[src/rtl/mmu_lock_pkg.sv]
package mmu_lock_pkg;

  localparam int unsigned OP_W = 8;
  localparam logic [OP_W-1:0] OP_LOCK   = 8'h02;
  localparam logic [OP_W-1:0] OP_UNLOCK = 8'h03;

  typedef enum logic [1:0] {
    SEL_LOCK_LO = 2'd0,
    SEL_LOCK_HI = 2'd1,
    SEL_CMD     = 2'd2
  } reg_sel_e;

  typedef enum logic [2:0] {
    S_IDLE,
    S_WR_LO,
    S_WR_HI,
    S_POLL_LOCK,
    S_CMD_LOCK,
    S_POLL_OP,
    S_CMD_OP,
    S_POLL_END
  } seq_state_e;

endpackage

[src/rtl/lock_region_enc.sv]
module lock_region_enc #(
  parameter int unsigned ADDR_W   = 64,
  parameter int unsigned MIN_LOG2 = 15,
  localparam int unsigned WID_W   = $clog2(ADDR_W),
  localparam int unsigned HB_W    = WID_W + 1
) (
  input  logic [ADDR_W-1:0] start_i,
  input  logic [ADDR_W-1:0] size_i,
  output logic [ADDR_W-1:0] word_o,
  output logic [WID_W-1:0]  width_o
);

  logic [ADDR_W-1:0] last_addr;
  logic [ADDR_W-1:0] diff;
  logic [HB_W-1:0]   hb;
  logic [HB_W-1:0]   eff;
  logic [ADDR_W-1:0] keep_mask;

  // modulo arithmetic: start 0 / size all-ones wraps harmlessly
  assign last_addr = start_i + size_i - ADDR_W'(1);
  assign diff      = start_i ^ last_addr;

  always_comb begin
    hb = '0;
    for (int i = 0; i < ADDR_W; i++) begin
      if (diff[i]) hb = HB_W'(i + 1);
    end
  end

  assign eff       = (hb > HB_W'(MIN_LOG2)) ? hb : HB_W'(MIN_LOG2);
  assign width_o   = WID_W'(eff - HB_W'(1));
  assign keep_mask = {ADDR_W{1'b1}} << width_o;
  assign word_o    = (start_i & keep_mask) | ADDR_W'(width_o);

endmodule

[src/rtl/busy_poll_timer.sv]
module busy_poll_timer #(
  parameter int unsigned INTERVAL = 4,
  parameter int unsigned LIMIT    = 64,
  localparam int unsigned IVL_W   = $clog2(INTERVAL + 1),
  localparam int unsigned TOT_W   = $clog2(LIMIT + 1) + 1
) (
  input  logic clk_i,
  input  logic rst_ni,
  input  logic active_i,
  input  logic busy_i,
  output logic idle_o,
  output logic expired_o
);

  logic [IVL_W-1:0] ivl_q;
  logic [TOT_W-1:0] tot_q;
  logic             sample;

  assign sample    = active_i && (ivl_q == '0);
  assign idle_o    = sample && !busy_i;
  assign expired_o = sample && busy_i && (tot_q >= TOT_W'(LIMIT));

  always_ff @(posedge clk_i or negedge rst_ni) begin
    if (!rst_ni) begin
      ivl_q <= '0;
      tot_q <= '0;
    end else if (!active_i) begin
      ivl_q <= '0;
      tot_q <= '0;
    end else begin
      ivl_q <= (ivl_q == IVL_W'(INTERVAL - 1)) ? '0 : ivl_q + IVL_W'(1);
      if (tot_q != {TOT_W{1'b1}}) tot_q <= tot_q + TOT_W'(1);
    end
  end

endmodule

[src/rtl/mmu_lock_seq.sv]
module mmu_lock_seq
  import mmu_lock_pkg::*;
#(
  parameter int unsigned NUM_SLOTS      = 8,
  parameter int unsigned ADDR_W         = 64,
  parameter int unsigned MIN_LOCK_BYTES = 32768,
  parameter int unsigned POLL_INTERVAL  = 4,
  parameter int unsigned POLL_LIMIT     = 64,
  localparam int unsigned SLOT_W        = $clog2(NUM_SLOTS),
  localparam int unsigned HALF_W        = ADDR_W / 2,
  localparam int unsigned WID_W         = $clog2(ADDR_W),
  localparam int unsigned MIN_LOG2      = $clog2(MIN_LOCK_BYTES)
) (
  input  logic                 clk_i,
  input  logic                 rst_ni,
  input  logic                 req_valid_i,
  output logic                 req_ready_o,
  input  logic [SLOT_W-1:0]    req_slot_i,
  input  logic [ADDR_W-1:0]    req_start_i,
  input  logic [ADDR_W-1:0]    req_size_i,
  input  logic [OP_W-1:0]      req_op_i,
  output logic                 bus_we_o,
  output logic [SLOT_W-1:0]    bus_slot_o,
  output logic [1:0]           bus_sel_o,
  output logic [HALF_W-1:0]    bus_wdata_o,
  input  logic [NUM_SLOTS-1:0] busy_i,
  output logic                 done_o,
  output logic                 err_o,
  output logic                 hang_o
);

  seq_state_e        state_q, state_d;
  logic [SLOT_W-1:0] slot_q;
  logic [OP_W-1:0]   op_q;
  logic [ADDR_W-1:0] word_q;
  logic              done_q, err_q, hang_q;

  logic [ADDR_W-1:0] enc_word;
  logic [WID_W-1:0]  enc_width;
  logic              accept;
  logic              poll_active, poll_idle, poll_expired;
  logic              finish_ok;
  logic              cmd_wr;

  lock_region_enc #(
    .ADDR_W   (ADDR_W),
    .MIN_LOG2 (MIN_LOG2)
  ) u_enc (
    .start_i (req_start_i),
    .size_i  (req_size_i),
    .word_o  (enc_word),
    .width_o (enc_width)
  );

  assign poll_active = (state_q == S_POLL_LOCK) || (state_q == S_POLL_OP) ||
                       (state_q == S_POLL_END);

  busy_poll_timer #(
    .INTERVAL (POLL_INTERVAL),
    .LIMIT    (POLL_LIMIT)
  ) u_poll (
    .clk_i     (clk_i),
    .rst_ni    (rst_ni),
    .active_i  (poll_active),
    .busy_i    (busy_i[slot_q]),
    .idle_o    (poll_idle),
    .expired_o (poll_expired)
  );

  assign req_ready_o = (state_q == S_IDLE);
  assign accept      = req_valid_i && req_ready_o;
  assign finish_ok   = (state_q == S_POLL_END) && poll_idle;

  always_comb begin
    state_d = state_q;
    unique case (state_q)
      S_IDLE:      if (accept) state_d = (req_op_i == OP_UNLOCK) ? S_POLL_OP : S_WR_LO;
      S_WR_LO:     state_d = S_WR_HI;
      S_WR_HI:     state_d = S_POLL_LOCK;
      S_POLL_LOCK: if (poll_idle) state_d = S_CMD_LOCK;
      S_CMD_LOCK:  state_d = S_POLL_OP;
      S_POLL_OP:   if (poll_idle) state_d = S_CMD_OP;
      S_CMD_OP:    state_d = S_POLL_END;
      S_POLL_END:  if (poll_idle) state_d = S_IDLE;
      default:     state_d = S_IDLE;
    endcase
    if (poll_expired) state_d = S_IDLE;
  end

  always_ff @(posedge clk_i or negedge rst_ni) begin
    if (!rst_ni) begin
      state_q <= S_IDLE;
      slot_q  <= '0;
      op_q    <= '0;
      word_q  <= '0;
      done_q  <= 1'b0;
      err_q   <= 1'b0;
      hang_q  <= 1'b0;
    end else begin
      state_q <= state_d;
      done_q  <= finish_ok || poll_expired;
      err_q   <= poll_expired;
      if (accept) begin
        slot_q <= req_slot_i;
        op_q   <= req_op_i;
        word_q <= enc_word;
        hang_q <= 1'b0;
      end else if (poll_expired) begin
        hang_q <= 1'b1;
      end
    end
  end

  always_comb begin
    bus_we_o    = 1'b0;
    bus_sel_o   = SEL_CMD;
    bus_wdata_o = '0;
    unique case (state_q)
      S_WR_LO: begin
        bus_we_o    = 1'b1;
        bus_sel_o   = SEL_LOCK_LO;
        bus_wdata_o = word_q[HALF_W-1:0];
      end
      S_WR_HI: begin
        bus_we_o    = 1'b1;
        bus_sel_o   = SEL_LOCK_HI;
        bus_wdata_o = word_q[ADDR_W-1:HALF_W];
      end
      S_CMD_LOCK: begin
        bus_we_o    = 1'b1;
        bus_wdata_o = HALF_W'(OP_LOCK);
      end
      S_CMD_OP: begin
        bus_we_o    = 1'b1;
        bus_wdata_o = HALF_W'(op_q);
      end
      default: ;
    endcase
  end

  assign bus_slot_o = slot_q;
  assign done_o     = done_q;
  assign err_o      = err_q;
  assign hang_o     = hang_q;

  assign cmd_wr = bus_we_o && (bus_sel_o == SEL_CMD);

  assert_cmd_after_idle_R6: assert property (@(posedge clk_i) disable iff (!rst_ni)
    cmd_wr |-> $past(poll_idle));

  assert_hi_after_lo_R4: assert property (@(posedge clk_i) disable iff (!rst_ni)
    (bus_we_o && bus_sel_o == SEL_LOCK_HI) |-> $past(bus_we_o && bus_sel_o == SEL_LOCK_LO));

  assert_unlock_no_region_R5: assert property (@(posedge clk_i) disable iff (!rst_ni)
    (bus_we_o && bus_sel_o == SEL_LOCK_LO) |-> (op_q != OP_UNLOCK));

  assert_done_after_clear_R7: assert property (@(posedge clk_i) disable iff (!rst_ni)
    (done_o && !err_o) |-> $past(poll_idle));

  assert_err_with_done_R8: assert property (@(posedge clk_i) disable iff (!rst_ni)
    err_o |-> done_o);

  assert_expire_aborts_R8: assert property (@(posedge clk_i) disable iff (!rst_ni)
    poll_expired |=> (done_o && err_o && hang_o && req_ready_o));

  assert_hold_request_R9: assert property (@(posedge clk_i) disable iff (!rst_ni)
    (!req_ready_o && $past(!req_ready_o)) |-> ($stable(word_q) && $stable(slot_q)));

  assert_width_floor_R10: assert property (@(posedge clk_i) disable iff (!rst_ni)
    enc_width >= WID_W'(MIN_LOG2 - 1));

  assert_full_space_R3: assert property (@(posedge clk_i) disable iff (!rst_ni)
    (req_start_i == '0 && &req_size_i) |-> (enc_width == WID_W'(ADDR_W - 1)));

endmodule

[config.mk]
export PLATFORM = sky130hd
export DESIGN_NAME = mmu_lock_seq
export DESIGN_NICKNAME = d
export VERILOG_FILES = /design/src/rtl/mmu_lock_pkg.sv /design/src/rtl/lock_region_enc.sv /design/src/rtl/busy_poll_timer.sv /design/src/rtl/mmu_lock_seq.sv
export SDC_FILE = /design/constraint.sdc
export NUM_CORES = 1
export LEC_CHECK = 0
export ABC_AREA = 1
export BUFFER_PORTS_ARGS = -buffer_cell sky130_fd_sc_hd__buf_4
export CAP_MARGIN = 20
export CORE_ASPECT_RATIO = 1.4
export CORE_MARGIN = 10
export CORE_UTILIZATION = 25
export DETAILED_ROUTE_END_ITERATION = 8
export PLACE_DENSITY_LB_ADDON = 0.2
export SLEW_MARGIN = 15
export SYNTH_ARGS = -nofsm -noshare
export SYNTH_HDL_FRONTEND = slang
export SYNTH_SLANG_ARGS = --single-unit
[constraint.sdc]
create_clock -name clk_i -period 5.4 [get_ports clk_i]
set_clock_uncertainty 0.2 [all_clocks]
set_input_delay 0.54 -clock clk_i [delete_from_list [all_inputs] [get_ports clk_i]]
set_output_delay 0.54 -clock clk_i [all_outputs]
set_load 0.01 [all_outputs]
==> reports/metrics.csv <==
stage,metric,value,unit
routing,routed vias,11678,
pwr,switching power,0.002512,W
worst_setup_path,"Req. time, crit path",5.45,ns
timing,# setup viols final,63,
pwr,Comb power frac,68.6,%
synthesis,Area contributors post-synth,"dfrtp_1 (21%), nand2_1 (16%), ha_1 (15%), inv_1 (13%), xor2_1 (6.0%)",
synthesis,synthesized area,0.01079,mm^2
run_status,failing checks,setup timing,
synthesis,Post-Syn Nets,1936,
clock_tree,clock-pin slew on the worst setup and hold paths,0.07,ns
synthesis,synth unique cells,56,
timing,Max-slew headroom,49.84,%
synthesis,"EDFF count, synth",0,
run,maxcap violations,0,
worst_setup_path,nature of the critical path endpoint,flop,
clock_tree,"Clk Latency, worst-skew pair",0.35,ns
worst_setup_path,Crit Path Class,in -> reg,
worst_setup_path,crit-path max cell delay,0.40,ns
timing,Hold Worst Slack,0.04721,ns
pwr,P_int,0.003144,W
placement,pre-CTS setup slack,-1.521,ns
routing,Initial DRC Count,458,
routing,post-route ant nets,0,
routing,routed vias/inst,4.338,
placement,DPL Wire Length,33500,um
pwr,Switching Share,44.41,%
die,Core Box Area,0.04290,mm^2
final_layout,Final Net Count,2418,
timing,Tcrit/Tclk final,118.6,%
global_routing,first-pass GRT wire length,61780,um
synthesis,average cell area after synthesis,6.530,um^2
global_routing,grt peak-use layer,met2,
clock_tree,CTS tree,built,
worst_setup_path,CP Launch Type,input pin,
placement,"Cell Area, Placed",0.01479,mm^2
placement,GPL Wtd Cong,0.8784,
pwr,register share of total power,19.3,%
die,num rows,90,
final_layout,fin area,0.01644,mm^2
final_layout,Layout Area Growth over Synthesis,52.30,%
timing,final hold vios,0,
worst_setup_path,CP max FO,7,
timing,unrepaired setup endpoints after global routing,yes,
worst_setup_path,crit path max-delay cell type,fa_2,
pwr,clock network power share,12.0,%
timing,fmax,0.1562,GHz
clock_tree,Num CTS Buffers,9,
global_routing,initial antenna violation count,1,
pwr,Peak VDD IR,0.0001950,V
synthesis,Post-synth top flop,dfrtp_1,
synthesis,Synth top area share,21.33,%
global_routing,met2 Use GR,27.63,%
timing,slew of the pin with the lowest slew margin,0.7524,ns
die,die area,0.05201,mm^2
die,die height,265.9,um
hold_path,Hold WC Path Type,in -> async,
clock_tree,Clock Path Buffers,2,
worst_setup_path,"Arr. time, crit path",6.45,ns
global_routing,largest net degree at the start of global routing,57,
synthesis,post-synth top area cell,dfrtp_1,
synthesis,Cells after Synth,1653,
worst_setup_path,"setup slack, reg-to-reg",2.79,ns
routing,WL final,40200,um
worst_setup_path,Crit path top cell by count,nand2_2,
final_layout,fin util,38.32,%
die,I/O pins,192,
clock_tree,root buffer cell,clkbuf_16,
pwr,pwr dens,344.0,mW/mm^2
final_layout,layout cells sized above 1,33.94,%
timing,Final WS setup,-1.004,ns
die,initial core utilization,25.16,%
routing,average wire per standard cell,14.93,um
placement,PortBufs,191,
clock_tree,CTS sink cnt,92,
clock_tree,CTS H-tree lvls,3,
global_routing,met3 global-route usage,2.014,%
global_routing,Total GRT Usage,14.88,%
synthesis,"Seq/Total Area, Yosys",21.33,%
synthesis,ys async rst share,100.0,%
pwr,leak pwr,9.104,nW
run_status,status,"finished, violations left",
synthesis,"flops & latches, synth",92,
synthesis,Ys Warns,0,
timing,fin crit period,6.404,ns
global_routing,GRT met1 Usage,16.20,%
routing,residual DRC count,0,
timing,Pins Over Slew Limit,0,
global_routing,"Remaining Overflow, GRT",0,
routing,DRT Pass-1 Iters,4,
global_routing,number of global-route vias before repair,12047,
die,die width,195.6,um
[stage by stage]
step                      power, W  cells  setup TNS (ns)
after floorplan           0.002965   1653          -43.40
after detailed placement  0.004302   2613          -87.79
after global placement    0.004288   2613          -83.68
after global routing      0.006124   2692          -90.78
after CTS                 0.005362   2675          -46.25
final                     0.005655   2692          -56.41
[final timing paths]
path | from | end | cells past startpoint
max | req_size_i[1] | word_q[36] | 55
min | rst_ni | op_q[2] | 1
max reg2reg | state_q[0] | word_q[3] | 9
min reg2reg | u_poll.ivl_q[0] | u_poll.ivl_q[0] | 1
max in group asynchronous | rst_ni | word_q[28] | 2
min in group clk_i | req_start_i[63] | word_q[63] | 3
[power groups by stage]
stage               clock network [W]  registers, W  logic, W
finish                       0.000681       0.00109   0.00388
global route                 0.000719       0.00112   0.00428
CTS                          0.000695       0.00109   0.00358
detailed placement                  0       0.00110   0.00320
global placement                    0       0.00110   0.00319
floorplan                           0       0.00106   0.00190
[critical path, delay by kind of cell]
family	cells	cell delay (ns)
fa+ha+maj	4	0.98
buf+inv	7	0.40
compound gates	11	1.48
simple gates	32	2.85
xor+xnor	1	0.18
[placed cells by master, fill, tap and decap left out, types with 7 or more instances in the layout]
cell | Yosys | layout
buf_4 | 2 | 465
nand2_1 | 461 | 412
inv_1 | 362 | 340
ha_1 | 132 | 115
nor2_1 | 104 | 94
dfrtp_1 | 92 | 92
xor2_1 | 74 | 68
a21oi_1 | 68 | 65
nand2_2 | 16 | 51
o21ai_0 | 50 | 45
nand3_1 | 57 | 38
xnor2_1 | 38 | 34
inv_2 | 8 | 22
nand3_2 | 4 | 20
o21ai_2 | 5 | 18
o21ai_1 | 27 | 17
a22o_1 | 16 | 16
ha_4 | 0 | 16
buf_6 | 2 | 16
nand2_4 | 2 | 15
nor2_4 | 2 | 13
nand4_1 | 10 | 10
clkbuf_16 | 0 | 10
nor3_1 | 10 | 9
o211ai_1 | 9 | 9
a31oi_1 | 8 | 7
o22ai_1 | 8 | 7
[metal layers]
layer	part of all wire (%)	wire, um
met5	0	0
met4	4.4	1782
met3	3.5	1421
met2	52	21060
met1	40	15940
[kinds of logic after synthesis]
group,after synthesis,synth area share [%]
xor+xnor,113,9.238
compound gates,227,12.84
flops,92,21.33
simple gates,691,27.02
buf+inv,397,14.08
fa+ha+maj,133,15.49
[layout make-up]
| cell class | count | area, um^2 |
|---|---|---|
| flip-flops and latches | 92 | 2302 |
| well taps | 552 | 690.7 |
| multi-input cells | 1166 | 7816 |
| diodes | 1 | 2.502 |
| inverters | 375 | 1473 |
| fillers | 4614 | 26460 |
| repair buffers | 491 | 3846 |
| clock inverters | 4 | 56.30 |
| clock buffers | 11 | 252.7 |
[state kept, by name (all words and copies together) (netlist names)]
| name | cells |
|---|---|
| bus_slot_o | 3 |
| done_o | 1 |
| err_o | 1 |
| hang_o | 1 |
| op_q | 8 |
| state_q | 3 |
| u_poll.ivl_q | 3 |
| u_poll.tot_q | 8 |
| word_q | 64 |
[synth_stat cells, types with 4 or more instances]
library cell,instances
a22o_1,16
a211oi_1,6
a21o_1,4
nor2_1,104
a21oi_1,68
o21ai_2,5
inv_2,8
nor2_2,6
a21boi_1,6
o21ai_1,27
xnor2_1,38
nand3_1,57
nand2_2,16
nor3_1,10
ha_1,132
or2_2,5
nand3_2,4
clkbuf_1,15
a31oi_1,8
o21ai_0,50
o211ai_1,9
inv_1,362
nand3b_1,4
o22ai_1,8
nand4_1,10
nand2_1,461
xor2_1,74
dfrtp_1,92
[timing repair]
action	4_1_cts	5_1_grt
endpoints found under the hold margin	0	0
hold buffers	0	0
setup buffers	47	18
resized for setup	119	82
pin swaps	58	51
gates cloned	1	2
endpoints found under the setup margin	63	63
No activity file was read; power rests on OpenSTA's default activity.
